$ cat src/rtl/sfcfg_pkg.sv
package sfcfg_pkg;
    localparam int WORD_W = 32;
    localparam int ADDR_W = 3;
    localparam int INT_W  = 16;
    localparam int FRAC_W = 12;
    localparam int PH_W   = 12;
    localparam int RC_W   = 10;
    localparam int CUR_W  = 4;
    localparam int AUX_W  = WORD_W - ADDR_W;

    typedef enum logic [1:0] {
        ST_IDLE   = 2'd0,
        ST_DECODE = 2'd1,
        ST_XFER   = 2'd2
    } ctl_state_t;

    typedef struct packed {
        logic [FRAC_W-1:0] modv;
        logic [PH_W-1:0]   phase;
        logic [RC_W-1:0]   rcount;
        logic              dbl;
        logic              half;
        logic [CUR_W-1:0]  cur;
    } dbuf_t;
endpackage

$ cat src/rtl/sfcfg_shifter.sv
module sfcfg_shifter
    import sfcfg_pkg::*;
#(
    parameter int SYNC = 2
) (
    input  logic              clk,
    input  logic              rst_n,
    input  logic              ser_clk,
    input  logic              ser_data,
    input  logic              ser_le,
    output logic              word_stb,
    output logic [WORD_W-1:0] word_q
);
    logic [SYNC:0]       sck_p;
    logic [SYNC:0]       le_p;
    logic [SYNC-1:0]     dat_p;
    logic [WORD_W-1:0]   sh_q;
    logic                sck_rise;
    logic                le_rise;

    assign sck_rise = sck_p[SYNC-1] & ~sck_p[SYNC];
    assign le_rise  = le_p[SYNC-1]  & ~le_p[SYNC];

    always_ff @(posedge clk) begin
        if (!rst_n) begin
            sck_p    <= '0;
            le_p     <= '0;
            dat_p    <= '0;
            sh_q     <= '0;
            word_stb <= 1'b0;
            word_q   <= '0;
        end else begin
            sck_p    <= {sck_p[SYNC-1:0], ser_clk};
            le_p     <= {le_p[SYNC-1:0], ser_le};
            dat_p    <= {dat_p[SYNC-2:0], ser_data};
            word_stb <= le_rise;
            if (sck_rise) sh_q <= {sh_q[WORD_W-2:0], dat_p[SYNC-1]};
            if (le_rise)  word_q <= sh_q;
        end
    end

    // a commit is a single-cycle strobe
    a_r1_stb_single: assert property (@(posedge clk) disable iff (!rst_n)
        word_stb |=> !word_stb);
endmodule

$ cat src/rtl/sfcfg_ctrl.sv
module sfcfg_ctrl
    import sfcfg_pkg::*;
(
    input  logic              clk,
    input  logic              rst_n,
    input  logic              word_stb,
    input  logic [WORD_W-1:0] word_in,
    output logic [INT_W-1:0]  int_q,
    output logic [FRAC_W-1:0] frac_q,
    output dbuf_t             act_q,
    output logic              crst_q,
    output logic              tri_q,
    output logic [1:0]        ld_mode_q,
    output logic              err_q,
    output logic [AUX_W-1:0]  aux3_q,
    output logic [AUX_W-1:0]  aux4_q
);
    localparam int INT_LO = ADDR_W + FRAC_W;

    ctl_state_t        state_q, state_d;
    logic [WORD_W-1:0] hold_q;
    dbuf_t             pend_q;
    logic [ADDR_W-1:0] addr;
    logic [FRAC_W-1:0] w_mod;
    logic [PH_W-1:0]   w_ph;

    assign addr  = hold_q[ADDR_W-1:0];
    assign w_mod = hold_q[ADDR_W +: FRAC_W];
    assign w_ph  = hold_q[INT_LO +: PH_W];

    always_ff @(posedge clk) begin
        if (!rst_n) state_q <= ST_IDLE;
        else        state_q <= state_d;
    end

    always_comb begin
        state_d = state_q;
        unique case (state_q)
            ST_IDLE:   if (word_stb) state_d = ST_DECODE;
            ST_DECODE: state_d = (addr == '0) ? ST_XFER : ST_IDLE;
            ST_XFER:   state_d = ST_IDLE;
            default:   state_d = ST_IDLE;
        endcase
    end

    always_ff @(posedge clk) begin
        if (!rst_n) begin
            hold_q    <= '0;
            int_q     <= '0;
            frac_q    <= '0;
            pend_q    <= '0;
            act_q     <= '0;
            crst_q    <= 1'b0;
            tri_q     <= 1'b0;
            ld_mode_q <= 2'b00;
            err_q     <= 1'b0;
            aux3_q    <= '0;
            aux4_q    <= '0;
        end else begin
            unique case (state_q)
                ST_IDLE: if (word_stb) hold_q <= word_in;
                ST_DECODE: begin
                    case (addr)
                        3'd0: begin
                            frac_q <= hold_q[ADDR_W +: FRAC_W];
                            int_q  <= hold_q[INT_LO +: INT_W];
                        end
                        3'd1: begin
                            if (w_ph < w_mod) begin
                                pend_q.modv  <= w_mod;
                                pend_q.phase <= w_ph;
                                err_q        <= 1'b0;
                            end else begin
                                err_q        <= 1'b1;
                            end
                        end
                        3'd2: begin
                            crst_q        <= hold_q[3];
                            tri_q         <= hold_q[4];
                            pend_q.rcount <= hold_q[5 +: RC_W];
                            pend_q.dbl    <= hold_q[15];
                            pend_q.half   <= hold_q[16];
                            pend_q.cur    <= hold_q[17 +: CUR_W];
                        end
                        3'd3: aux3_q <= hold_q[WORD_W-1:ADDR_W];
                        3'd4: aux4_q <= hold_q[WORD_W-1:ADDR_W];
                        3'd5: ld_mode_q <= hold_q[23:22];
                        default: ;
                    endcase
                end
                ST_XFER: act_q <= pend_q;
                default: ;
            endcase
        end
    end

    // active double-buffered values move only in the transfer state
    a_r4_active_hold: assert property (@(posedge clk) disable iff (!rst_n)
        (state_q != ST_XFER) |=> $stable(act_q));

    // an active phase is always below the active modulus (or all zero)
    a_r9_phase_below_mod: assert property (@(posedge clk) disable iff (!rst_n)
        (act_q.modv != '0 || act_q.phase != '0) |-> (act_q.phase < act_q.modv));

    // addresses 6 and 7 leave every register unchanged
    a_r10_unused_addr: assert property (@(posedge clk) disable iff (!rst_n)
        (state_q == ST_DECODE && addr[2:1] == 2'b11) |=>
        ($stable(pend_q) && $stable(int_q) && $stable(frac_q) && $stable(aux3_q)
         && $stable(aux4_q) && $stable(ld_mode_q) && $stable(crst_q)
         && $stable(tri_q) && $stable(err_q)));

    // each committed word is decoded exactly once
    a_r1_decode_once: assert property (@(posedge clk) disable iff (!rst_n)
        (state_q == ST_DECODE) |=> (state_q != ST_DECODE));
endmodule

$ cat src/rtl/synth_cfg_regbank.sv
module synth_cfg_regbank
    import sfcfg_pkg::*;
#(
    parameter int SYNC_STAGES = 2
) (
    input  logic              clk,
    input  logic              rst_n,
    input  logic              ser_clk,
    input  logic              ser_data,
    input  logic              ser_le,
    input  logic              lock_in,
    output logic [INT_W-1:0]  int_val,
    output logic [FRAC_W-1:0] frac_val,
    output logic [FRAC_W-1:0] mod_val,
    output logic [PH_W-1:0]   phase_val,
    output logic [RC_W-1:0]   rcount_val,
    output logic              ref_dbl,
    output logic              ref_half,
    output logic [CUR_W-1:0]  cp_current,
    output logic              cnt_reset,
    output logic              cp_tristate,
    output logic              ld_pin,
    output logic              phase_err,
    output logic [AUX_W-1:0]  aux3_word,
    output logic [AUX_W-1:0]  aux4_word
);
    logic              word_stb;
    logic [WORD_W-1:0] word_q;
    dbuf_t             act;
    logic [1:0]        ld_mode;

    sfcfg_shifter #(.SYNC(SYNC_STAGES)) u_shift (
        .clk      (clk),
        .rst_n    (rst_n),
        .ser_clk  (ser_clk),
        .ser_data (ser_data),
        .ser_le   (ser_le),
        .word_stb (word_stb),
        .word_q   (word_q)
    );

    sfcfg_ctrl u_ctrl (
        .clk       (clk),
        .rst_n     (rst_n),
        .word_stb  (word_stb),
        .word_in   (word_q),
        .int_q     (int_val),
        .frac_q    (frac_val),
        .act_q     (act),
        .crst_q    (cnt_reset),
        .tri_q     (cp_tristate),
        .ld_mode_q (ld_mode),
        .err_q     (phase_err),
        .aux3_q    (aux3_word),
        .aux4_q    (aux4_word)
    );

    assign mod_val    = act.modv;
    assign phase_val  = act.phase;
    assign rcount_val = act.rcount;
    assign ref_dbl    = act.dbl;
    assign ref_half   = act.half;
    assign cp_current = act.cur;

    always_comb begin
        unique case (ld_mode)
            2'b01:   ld_pin = lock_in;
            2'b11:   ld_pin = 1'b1;
            default: ld_pin = 1'b0;
        endcase
    end
endmodule

$ cat config.mk
export PLATFORM = sky130hd
export DESIGN_NAME = synth_cfg_regbank
export DESIGN_NICKNAME = d
export VERILOG_FILES = /design/src/rtl/sfcfg_pkg.sv /design/src/rtl/sfcfg_shifter.sv /design/src/rtl/sfcfg_ctrl.sv /design/src/rtl/synth_cfg_regbank.sv
export SDC_FILE = /design/constraint.sdc
export NUM_CORES = 1
export LEC_CHECK = 0
export BUFFER_PORTS_ARGS = -buffer_cell sky130_fd_sc_hd__clkbuf_2
export CAP_MARGIN = 40
export CORE_AREA = 2 2 218 113
export DETAILED_ROUTE_END_ITERATION = 12
export DIE_AREA = 0 0 220 115
export SLEW_MARGIN = 20
export SYNTH_ARGS = -nofsm -noshare
export SYNTH_HDL_FRONTEND = slang
export SYNTH_SLANG_ARGS = --single-unit
export TNS_END_PERCENT = 10
$ cat constraint.sdc
create_clock -name clk -period 2.97 [get_ports clk]
set_input_delay 0.1485 -clock clk [delete_from_list [all_inputs] [get_ports clk]]
set_output_delay 0.1485 -clock clk [all_outputs]
set_load 0.01 [all_outputs]
Word-level counts from Yosys, hierarchy flattened
Index checks and enable logic that the tools add are counted.

word-level totals
  latch bits = 0
  output and inout port bits = 130
  logic and storage cells = 58
  register bits = 278
  memories kept = 0
  memory bits (writable) = 0
  bits of input ports = 6
  ROM bits = 0

operators by class
  equal/unequal tests = 10
  divide/modulo/power cells = 0
  bitwise gates (word level) = 4
  shift-type cells = 0
  muxes and demuxes = 5
  $lt $le $gt $ge = 1
  $mul = 0
  $add $sub $neg = 0
  reduce and logical (&&, ||, !) cells = 10

operator list
  operator            count
  $reduce_and 2->1    7
  $lt 12x12->1        1
  $eq 3x2->1 const B  2
  $eq 3x3->1 const B  2
  $eq 2x1->1 const B  2
  $eq 2x2->1 const B  2
  $mux 2              2
  $pmux 2 s2          1
  $eq 3x1->1 const B  1
  $logic_not 3->1     1
  $reduce_and 3->1    1
  $and 1x1->1         2
  $logic_not 2->1     1
  $ne 2x2->1 const B  1
  $not 1->1           2
  $pmux 1 s2          1
  $mux 1              1

Longest topological paths before layout
Gate-level depths: netlist of run 1.

  depth in word-level cells = 3
  gate-level depth with buffers = 8
  depth with buffers taken out = 7

Hierarchy
From an unflattened synthesis of run 1, not the netlist that was laid out.

unflattened totals
  cells, all modules = 1144
  area, all modules = 10545.1 um^2

modules (own cells, without submodules)
  module             area an instance (um^2)  sequential area each (um^2)  cells an instance  instances
  sfcfg_ctrl         7917.6                   4103.9                       914                1
  sfcfg_shifter      2620.0                   1461.4                       229                1
  synth_cfg_regbank  7.5                      0.0                          1                  1

Least setup slack after synthesis of run 1
No wires, ideal clock.

  path type = reg2reg
  from = reg u_ctrl.hold_q[8]
  to = reg u_ctrl.pend_q[16] in the netlist's numbering
  path slack = 0.914 ns
  path buffers = 1
  data arrival time = 1.985 ns
  stages on the path, launching flop included = 9
  data required time = 2.898 ns
  cell sequence = dfxtp_1 > inv_1 > ha_1 > a21oi_1 > o21ai_0 > and2_0 > a311oi_4 > buf_6 > mux2i_1

between the ends
  longest elaborated chain between the ends = 2

RTL lines
  what                               line              source
  start: declaration                 sfcfg_ctrl.sv:21  logic [WORD_W-1:0] hold_q;
  start signal: assignment           sfcfg_ctrl.sv:61  ST_IDLE: if (word_stb) hold_q <= word_in;
  $lt 12x12->1                       sfcfg_ctrl.sv:69  if (w_ph < w_mod) begin
  $reduce_and 3->1 (no source line)  --
  end: declaration                   sfcfg_ctrl.sv:22  dbuf_t pend_q;

No other way between the ends.
A chain may end at the register's enable or synchronous reset.

Final worst setup path of run 1
  from = reg u_ctrl.hold_q[16]
  to = reg u_ctrl.pend_q[32] in the netlist's numbering

The elaborated chain is that of the path after synthesis.

==> results of run 1 <==
[worst min path at each step]
stage,cells past startpoint,end,slack (ps)
after floorplan,1,u_shift.dat_p[0],280
after global placement,2,u_shift.dat_p[0],360
after detailed placement,2,u_shift.dat_p[0],360
after CTS,3,u_ctrl.pend_q[27],110
after global routing,2,u_ctrl.act_q[4],130
final,2,u_ctrl.act_q[4],120
[power by group through the flow]
stage / registers (mW) / clock network, mW / logic (mW)
detailed placement: 3.82 / 0 / 0.152
CTS: 3.73 / 3.43 / 0.155
global placement: 3.82 / 0 / 0.153
global route: 3.73 / 3.59 / 0.166
floorplan: 3.82 / 0 / 0.114
finish: 3.73 / 3.38 / 0.154
[critical path, delay by kind of cell (launching register included)]
| kind | cells | cell delay (ps) |
|---|---|---|
| AOI/OAI and AO/OA | 3 | 770 |
| DFF | 1 | 670 |
| muxes | 1 | 210 |
| buffers and inverters | 1 | 250 |
| adders and majority gates | 1 | 340 |
[final cells by class]
type,count,area (sq um)
Multi-Input combinational cell,863,4570
Tap cell,315,394
Timing Repair Buffer,158,912
Sequential cell,278,5570
Clock inverter,6,108
Fill cell,2257,11100
Inverter,11,41.3
Clock buffer,36,737
[state kept, by name, summed over array words and instances, names as in the netlist, 2 cells and up]
| name | flops |
|---|---|
| u_ctrl.aux3_q | 29 |
| u_ctrl.ld_mode_q | 2 |
| u_ctrl.pend_q | 40 |
| u_shift.sh_q | 32 |
| u_ctrl.aux4_q | 29 |
| u_shift.le_p | 3 |
| u_ctrl.state_q | 2 |
| u_shift.dat_p | 2 |
| u_ctrl.act_q | 40 |
| u_ctrl.int_q | 16 |
| u_shift.sck_p | 3 |
| u_ctrl.hold_q | 32 |
| u_ctrl.frac_q | 12 |
| u_shift.word_q | 32 |
[cell families after synthesis]
family,Yosys count,share of synthesized area [%]
simple gates,574,21.5
flops,278,52.8
mux,26,2.47
fa+ha+maj,11,1.31
buf+inv,98,3.95
compound gates,252,18.0
[metal layers]
| metal | GRT usage (%) | share of wire, % |
|---|---|---|
| met4 | 3.80 | 1.4 |
| met2 | 29.6 | 39 |
| met1 | 36.3 | 54 |
| met5 | 0 | 0 |
| met3 | 4.18 | 5.3 |
[through the flow]
stage	power [mW]	instance area [sq um]	hold slack (ps)	setup WS, ps
after detailed placement	3.97	11500	360	642
after global placement	3.97	11500	357	714
final	7.27	12300	117	653
after floorplan	3.93	10500	276	914
after CTS	7.32	12300	114	648
after global routing	7.49	12300	126	513
[layout by cell type (no fill, tap or decap), drive strengths merged]
cell type	netlist	layout
nand2	535	535
dfxtp	278	278
a21boi	240	240
clkbuf	76	170
mux2i	26	26
buf	9	21
inv	11	11
ha	11	11
and2	11	11
a21oi	6	6
nor2	6	6
nor2b	6	6
nand2b	5	5
o21ai	3	3
bufinv	0	3
dlygate4sd3	0	3
nor3	3	3
clkinv	0	2
or3	2	2
o21a	1	1
nand3b	1	1
and3	1	1
or3b	1	1
o211ai	1	1
a311oi	1	1
nor4	1	1
or4	1	1
or2	1	1
clkinvlp	0	1
==> results.py, run 1 <==
metrics = {
    "final_layout": {
        "final_cells": 1667,
        "area_delta_synth_final_pct": 17.1,
        "utilization_pct": 52.6,
        "drive_above_1_share_pct": 15.3,
        "n_antenna_cell": 0,
        "nNetsFinal": 1354,
    },
    "floorplan": {
        "dieWidth_um": 220,
        "core_sq_mm": 0.0234,
        "die_h_um": 115,
        "dieArea_sq_mm": 0.0253,
        "core.rowCount": 40,
        "io_pins": 136,
        "initial_utilization_pct": 45.0,
    },
    "critical_path": {
        "crit_chain": "ha_1, a21oi_1, o21ai_0, a311oi_4, buf_12, mux2i_1",
        "ff2ff_setup_slack_ps": 650,
        "crit_path_end_kind": "flip-flop",
        "slowest_delay_ps": 670,
        "crit_end": "u_ctrl.pend_q[32]",
        "path_class": "flip-flop to flip-flop",
        "worstPathRequired_ps": 3430,
        "startpoint_type": "flip-flop",
        "cp_slowest_cell": "dfxtp_1",
        "r2r_end": "u_ctrl.pend_q[32]",
        "reg2reg_depth": 6,
        "crit_start": "u_ctrl.hold_q[16]",
        "critPathMaxFanout": 22,
        "worstPathArrival_ps": 2780,
        "r2r-start": "u_ctrl.hold_q[16]",
    },
    "cts": {
        "clock-root-buffer": "clkbuf_16",
        "cts.clk_slew.worst_paths_ps": 70,
        "cts.sinks": 278,
        "postCtsSetupBuffers": 0,
        "hold_buffers": 3,
        "post_cts_resized": 0,
        "cts_made_buffers": 25,
        "h-tree-depth": 1,
        "cts_tree": "done",
        "cts.path.max_buffers": 3,
        "insertion_delay_ps": 540,
    },
    "yosys": {
        "synth_top_area_share_pct": 52.8,
        "yosys-top-cells-area": "dfxtp_1, nand2_1, a21boi_0, clkbuf_1, mux2i_1",
        "yosys_warnings": 0,
        "syn_inst": 1239,
        "async_flop_share_pct": 0,
        "synth_ff_type": "dfxtp_1",
        "postSynthAreaPerCell_sq_um": 8.50,
        "synth_nets": 1256,
        "synth_commonest_cells": "nand2_1, dfxtp_1, a21boi_0",
        "syn_area_sq_mm": 0.0105,
        "synth-edff-count": 0,
        "synth.ff_latch_count": 278,
        "synth.most_common_cell": "nand2_1",
        "synth-seq-area-share_pct": 52.8,
        "yosys.area.top_type": "dfxtp_1",
        "yosysUniqueCellTypes": 35,
    },
    "hold_path": {
        "min_from": "rst_n",
        "hold_class": "primary input to flip-flop",
    },
    "pwr": {
        "combPwrFrac_pct": 2.1,
        "sequentialPowerShare_pct": 51.4,
        "clockPowerShare_pct": 46.5,
        "p_int_mw": 5.76,
        "p_sw_mw": 1.51,
        "vdd_drop_max_mv": 0.432,
        "switching_share_pct": 20.7,
        "powerDensity_mw_per_mm2": 589,
        "p_leak_nw": 4.32,
    },
    "place": {
        "port_buffers": 135,
        "hpwl_mm": 19.0,
        "placed_cells": 1622,
        "finalWeightedCongestion": 0.846,
    },
    "timing": {
        "min_period_ps": 2320,
        "tightestPinTransition_ps": 863,
        "final_hold_viol_count": 0,
        "skew_ps": 23.9,
        "rsz0062_at_grt": "no",
        "slew_violations": 0,
        "setup_viol": 0,
        "tns_ps": 0,
        "fmax_mhz": 432,
        "relSlewSlack_pct": 42.0,
        "fin_crit_sh_pct": 78.0,
    },
    "detailed_routing": {
        "drcViolationCount": 0,
        "drt_wl_total_mm": 28.1,
        "firstDrtPassIters": 4,
        "drtAntennaViolNets": 0,
        "drtIter0Drc": 659,
        "drt-vias-per-instance": 5.00,
        "wl_per_cell_um": 16.9,
        "vias": 8330,
    },
    "run_status": {
        "status": "finished clean",
    },
    "job": {
        "drv_cap": 0,
    },
    "global_routing": {
        "grt.total_usage_pct": 22.2,
        "antenna_found_initial": 0,
        "grt_pass1_vias": 7432,
        "grt_pass1_wl_mm": 43.3,
        "grt-ovfl-total": 0,
        "grt_max_degree": 89,
    },
}
(Power assumes the default switching activity.)
==> run 2, diff against run 1 <==
--- a/config.mk
+++ b/config.mk
@@ -10,6 +10,7 @@
 export CORE_AREA = 2 2 218 113
 export DETAILED_ROUTE_END_ITERATION = 12
 export DIE_AREA = 0 0 220 115
+export PLACE_DENSITY = 0.67
 export SLEW_MARGIN = 20
 export SYNTH_ARGS = -nofsm -noshare
 export SYNTH_HDL_FRONTEND = slang
==> constraint.sdc (replaced) <==
create_clock -name clk -period 1.9 [get_ports clk]
set_input_delay 0.095 -clock clk [delete_from_list [all_inputs] [get_ports clk]]
set_output_delay 0.095 -clock clk [all_outputs]
set_load 0.01 [all_outputs]
==> run 2 against run 1 <==
  * The run now ends with negative setup slack left
  * Worst setup slack lost 700 ps
  * Sequential power grew 57%
  * Wire length grew 0.27%
  * Highest routed layer unchanged
==> results.py, run 2 (synthesized netlist as in run 1, its figures left out) <==
metrics = {
    "run_status": {
        "status": "complete, but fails checks",
        "failed_checks": "negative setup slack",
    },
    "pwr": {
        "p_total_mw": 11.3,
        "vdd_drop_max_mv": 0.397,
        "p_leak_nw": 4.58,
        "powerDensity_mw_per_mm2": 884,
    },
    "detailed_routing": {
        "drcViolationCount": 0,
        "firstDrtPassIters": 5,
        "wl_per_cell_um": 16.5,
        "drtAntennaViolNets": 0,
        "drtIter0Drc": 756,
        "drt-vias-per-instance": 4.99,
        "drt_wl_total_mm": 28.2,
        "vias": 8551,
    },
    "floorplan": {
        "dieWidth_um": 220,
        "io_pins": 136,
        "die_h_um": 115,
        "initial_utilization_pct": 45.0,
        "core.rowCount": 40,
        "dieArea_sq_mm": 0.0253,
        "core_sq_mm": 0.0234,
    },
    "critical_path": {
        "crit_path_end_kind": "flip-flop",
        "worstPathArrival_ps": 2400,
        "worstPathRequired_ps": 2360,
        "path_class": "flip-flop to flip-flop",
        "r2r_end": "u_ctrl.pend_q[35]",
        "startpoint_type": "flip-flop",
        "reg2reg_depth": 7,
        "r2r-start": "u_ctrl.hold_q[2]",
        "ff2ff_setup_slack_ps": -40,
        "critPathMaxFanout": 6,
    },
    "cts": {
        "cts_made_buffers": 25,
        "cts_tree": "done",
        "cts.clk_slew.worst_paths_ps": 70,
        "h-tree-depth": 1,
        "cts.sinks": 278,
        "clock-root-buffer": "clkbuf_16",
        "insertion_delay_ps": 540,
        "cts.path.max_buffers": 3,
    },
    "final_layout": {
        "layout_commonest_cell": "nand2_1",
        "reg_top3": "u_ctrl.act_q: 40 flops, u_ctrl.pend_q: 40 flops",
        "area_delta_synth_final_pct": 21.6,
        "n_fill_cell": 2194,
        "drive_above_1_share_pct": 19.5,
        "utilization_pct": 54.7,
        "nNetsFinal": 1396,
        "mostFrequentLayoutCells": "nand2_1, dfxtp_1, a21boi_0",
        "n_antenna_cell": 0,
    },
    "timing": {
        "relSlewSlack_pct": 50.9,
        "rsz0062_at_grt": "yes",
        "setup_viol": 17,
        "skew_ps": 14.4,
        "tightestPinTransition_ps": 736,
        "min_period_ps": 1940,
        "slew_violations": 0,
        "fmax_mhz": 514,
        "setup_ws_ps": -43.7,
        "finalHoldWorstSlack_ps": 309,
        "final_hold_viol_count": 0,
        "fin_crit_sh_pct": 102,
    },
    "hold_path": {
        "hold_class": "primary input to flip-flop",
        "holdPathStages": 3,
        "min_from": "ser_data",
        "min_to": "u_shift.dat_p[0]",
    },
    "place": {
        "finalWeightedCongestion": 0.833,
        "dpl_worst_slack_ps": 49.5,
        "hpwl_mm": 18.9,
        "port_buffers": 135,
    },
    "global_routing": {
        "grt_pass1_wl_mm": 43.1,
        "grt.total_usage_pct": 21.8,
        "grt-ovfl-total": 0,
        "grt_max_degree": 92,
        "antenna_found_initial": 0,
        "grt_pass1_vias": 7714,
    },
    "job": {
        "drv_cap": 0,
    },
}
run 2: cell types whose count changed in the layout (fill, tap and decap cells not counted), sizes merged:
| cell | before | now |
|---|---|---|
| buf | 21 | 60 |
| bufinv | 3 | 2 |
| clkbuf | 170 | 175 |
| clkinv | 2 | 4 |
| clkinvlp | 1 | 0 |
| dlygate4sd3 | 3 | 4 |
| inv | 11 | 12 |
run 2: area by class of cell:
class	instances	area, sq um	area share [%]
clock buffer	39	758	5.92
clock inverter	7	88.8	0.693
inverter	11	41.3	0.322
multi-input combinational	863	4650	36.3
sequential	278	5580	43.5
tap	315	394	3.08
timing repair buffer	200	1300	10.2
run 2: how the worst max path moves through the flow:
stage	cells after the start	startpoint	end	slack [ps]
2_1_floorplan	8	u_ctrl.hold_q[10]	u_ctrl.pend_q[16]	-1
3_3_place_gp	8	u_ctrl.hold_q[8]	u_ctrl.pend_q[16]	140
3_5_place_dp	8	u_ctrl.hold_q[8]	u_ctrl.pend_q[23]	50
4_1_cts	8	u_ctrl.hold_q[8]	u_ctrl.pend_q[23]	40
5_1_grt	7	u_ctrl.hold_q[2]	u_ctrl.pend_q[35]	-70
6_report	7	u_ctrl.hold_q[2]	u_ctrl.pend_q[35]	-40
run 2: layer usage:
metal | global-route usage, % | wire, um | share of wire, %
met1 | 34.6 | 14600 | 52
met2 | 30.7 | 11500 | 41
met3 | 3.57 | 1700 | 6.0
met4 | 3.94 | 396 | 1.4
met5 | 0 | 0 | 0
run 2: through the flow:
step | setup TNS, ps | area, sq um | cells
CTS | 0 | 12700 | 1708
finish | -292 | 12800 | 1713
detailed placement | 0 | 11800 | 1658
global route | -816 | 12800 | 1713
floorplan | -13.5 | 10600 | 1239
global placement | 0 | 11800 | 1658
run 2: worst max-delay path, stage by stage, from the launching register on:
cell and delay, ps:
dfxtp_2 330, or3b_4 410, nor2_4 120, o211ai_2 120, a311oi_4 350, buf_6 190
clkbuf_16 160, mux2i_1 190
run 2: timing repair:
action	CTS	global route
endpoints found under the setup margin	0	24
gates resized for setup	0	13
hold buffers	4	0
setup buffers	0	2
endpoints found under the hold margin	37	0
run 2: power breakdown:
group | internal (mW) | switching [mW]
combinational | 0.103 | 0.146
clock | 3.02 | 2.22
sequential | 5.83 | 0.00433
total | 8.95 | 2.37
==> run 3, diff against run 2 <==
--- a/config.mk
+++ b/config.mk
@@ -5,14 +5,14 @@
 export SDC_FILE = /design/constraint.sdc
 export NUM_CORES = 1
 export LEC_CHECK = 0
-export BUFFER_PORTS_ARGS = -buffer_cell sky130_fd_sc_hd__clkbuf_2
 export CAP_MARGIN = 40
 export CORE_AREA = 2 2 218 113
 export DETAILED_ROUTE_END_ITERATION = 12
 export DIE_AREA = 0 0 220 115
-export PLACE_DENSITY = 0.67
+export DONT_BUFFER_PORTS = 1
 export SLEW_MARGIN = 20
 export SYNTH_ARGS = -nofsm -noshare
 export SYNTH_HDL_FRONTEND = slang
+export SYNTH_HIERARCHICAL = 1
 export SYNTH_SLANG_ARGS = --single-unit
 export TNS_END_PERCENT = 10
==> constraint.sdc (replaced) <==
create_clock -name clk -period 1.9 [get_ports clk]
set_input_delay 0.475 -clock clk [delete_from_list [all_inputs] [get_ports clk]]
set_output_delay 0.475 -clock clk [all_outputs]
set_load 0.01 [all_outputs]
==> run 3 against run 2 <==
  * The flow now finishes without violations
  * Total power decreased by 3.6%
  * Sequential share of layout area increased by 3.3 points
  * Clock skew decreased by 5.0 ps
  * Die area unchanged
  * Synthesized area about the same
  * Flip-flop and latch count unchanged
  * Wire length decreased by 2.4%
  * Final cell count decreased by 14%
  * Highest routed layer unchanged
==> results.py, run 3 <==
metrics = {
    "hold_path": {
        "hold_class": "primary input to flip-flop",
        "min_from": "ser_clk",
        "holdPathStages": 1,
    },
    "floorplan": {
        "io_pins": 136,
        "dieWidth_um": 220,
        "core.rowCount": 40,
        "initial_utilization_pct": 45.0,
        "core_sq_mm": 0.0234,
        "dieArea_sq_mm": 0.0253,
        "die_h_um": 115,
    },
    "detailed_routing": {
        "vias": 7408,
        "drt-vias-per-instance": 5.01,
        "drt_wl_total_mm": 27.5,
        "drcViolationCount": 0,
        "wl_per_cell_um": 18.6,
        "drtIter0Drc": 579,
        "firstDrtPassIters": 5,
        "drtAntennaViolNets": 0,
    },
    "cts": {
        "cts_tree": "done",
        "insertion_delay_ps": 530,
        "cts.clk_slew.worst_paths_ps": 60,
        "cts_made_buffers": 25,
        "cts.path.max_buffers": 3,
        "h-tree-depth": 1,
        "clock-root-buffer": "clkbuf_16",
        "cts.sinks": 278,
    },
    "yosys": {
        "yosys_warnings": 6,
        "yosys.area.top_type": "dfxtp_1",
        "syn_inst": 1144,
        "yosysUniqueCellTypes": 35,
        "synth.ff_latch_count": 278,
        "synth-seq-area-share_pct": 52.8,
        "yosys-top-cells-area": "dfxtp_1, nand2_1, a21boi_0, mux2i_1, clkbuf_1",
        "syn_area_sq_mm": 0.0105,
        "synth_commonest_cells": "nand2_1, dfxtp_1, a21boi_0",
        "synth-edff-count": 0,
        "postSynthAreaPerCell_sq_um": 9.22,
        "synth_top_area_share_pct": 52.8,
        "synth_nets": 1161,
        "async_flop_share_pct": 0,
        "synth.most_common_cell": "nand2_1",
        "synth_ff_type": "dfxtp_1",
    },
    "global_routing": {
        "antenna_found_initial": 0,
        "grt.total_usage_pct": 21.5,
        "grt_pass1_vias": 6914,
        "grt_pass1_wl_mm": 41.5,
        "grt_max_degree": 303,
        "grt-ovfl-total": 0,
    },
    "final_layout": {
        "area_delta_synth_final_pct": 13.0,
        "mostFrequentLayoutCells": "nand2_1, dfxtp_1, a21boi_0",
        "nNetsFinal": 1161,
        "layout_commonest_cell": "nand2_1",
        "n_antenna_cell": 0,
        "reg_top3": "u_ctrl/act_q: 40 flops, u_ctrl/pend_q: 40 flops",
        "utilization_pct": 50.9,
        "drive_above_1_share_pct": 10.5,
        "n_fill_cell": 2185,
    },
    "timing": {
        "skew_ps": 9.39,
        "final_hold_viol_count": 0,
        "min_period_ps": 1880,
        "fmax_mhz": 531,
        "fin_crit_sh_pct": 99.0,
        "finalHoldWorstSlack_ps": 69.9,
        "slew_violations": 0,
        "tightestPinTransition_ps": 473,
        "setup_viol": 0,
        "tns_ps": 0,
        "relSlewSlack_pct": 68.4,
        "rsz0062_at_grt": "yes",
        "setup_ws_ps": 18.5,
    },
    "place": {
        "port_buffers": 0,
        "hpwl_mm": 17.6,
        "dpl_worst_slack_ps": 68.5,
        "finalWeightedCongestion": 0.759,
    },
    "critical_path": {
        "crit_end": "u_ctrl/pend_q[39]",
        "critPathMaxFanout": 7,
        "reg2reg_depth": 9,
        "crit_path_end_kind": "flip-flop",
        "crit_start": "u_ctrl/hold_q[14]",
        "path_class": "flip-flop to flip-flop",
        "r2r-start": "u_ctrl/hold_q[14]",
        "startpoint_type": "flip-flop",
        "worstPathArrival_ps": 2340,
        "ff2ff_setup_slack_ps": 20,
        "worstPathRequired_ps": 2360,
        "r2r_end": "u_ctrl/pend_q[39]",
    },
    "pwr": {
        "vdd_drop_max_mv": 0.513,
        "powerDensity_mw_per_mm2": 917,
        "p_leak_nw": 3.92,
        "p_total_mw": 10.9,
    },
    "run_status": {
        "status": "finished clean",
    },
    "job": {
        "drv_cap": 0,
    },
}
## run 3: cell types whose count changed after synthesis, moves of 3 or more
| cell | delta |
|---|---|
| nand2_1 | -100 |
| a21boi_0 | -82 |
| mux2i_1 | +82 |
| clkbuf_1 | -22 |
| nor2b_1 | +15 |
| buf_2 | +7 |
| buf_12 | +6 |
| buf_4 | +3 |
## run 3: worst min path at each step
stage	end	slack, ps
after floorplan	u_shift/dat_p[1]	410
after global placement	u_shift/sck_p[1]	420
after detailed placement	u_shift/le_p[1]	420
after CTS	u_shift/sck_p[0]	50
after global routing	u_shift/sck_p[0]	60
final	u_shift/sck_p[0]	70
## run 3: cell families (layout without fill, tap and decap cells)
| group | Yosys count | count (layout) | synth area share, % |
|---|---|---|---|
| flip-flops | 278 | 278 | 52.8 |
| buffers and inverters | 89 | 108 | 4.69 |
| multiplexers | 108 | 108 | 10.3 |
| adder cells (fa/ha/maj) | 11 | 11 | 1.31 |
| AND/OR/NAND/NOR | 489 | 489 | 18.8 |
| AO/OA/AOI/OAI | 169 | 169 | 12.1 |
## run 3: layout make-up
cell class	instances	area, sq um	area share, %
clock buffers	39	758	6.37
flip-flops and latches	278	5580	46.8
well taps	315	394	3.31
inverters	11	41.3	0.347
repair buffers	51	534	4.49
multi-input cells	777	4560	38.3
clock inverters	7	41.3	0.347
## run 3: through the flow
step | cells | cell area, sq um
after floorplan | 1144 | 10600
after global placement | 1427 | 11000
after detailed placement | 1427 | 11000
after CTS | 1473 | 11800
after global routing | 1478 | 11900
final | 1478 | 11900
## run 3: repair_timing
item | 4_1_cts | 5_1_grt
buffers inserted | 0 | 2
hold buffers | 0 | 0
gates resized for setup | 0 | 15
endpoints found under the hold margin | 0 | 0
endpoints found under the setup margin | 0 | 24
## run 3: worst max-delay path: stages (launching register included)
cell and delay, ps:
dfxtp_2 340, inv_2 40, ha_4 220, nand4_1 160, nor2_2 80, and3_4 190
a221oi_4 290, buf_12 170, buf_12 130, mux2i_1 190
## run 3: power breakdown
part / internal (mW) / switching (mW) / total (mW)
sequential: 5.83 / 0.00401 / 5.84
combinational: 0.0831 / 0.0600 / 0.143
clock: 2.75 / 2.19 / 4.94
total: 8.66 / 2.26 / 10.9
## run 3: routing by layer
| metal | global-route usage, % | up-vias | part of all wire, % |
|---|---|---|---|
| li1 | - | 3711 | - |
| met1 | 32.8 | 3495 | 52 |
| met2 | 28.7 | 169 | 38 |
| met3 | 7.70 | 33 | 8.6 |
| met4 | 4.03 | 0 | 1.8 |
| met5 | 0 | - | 0 |
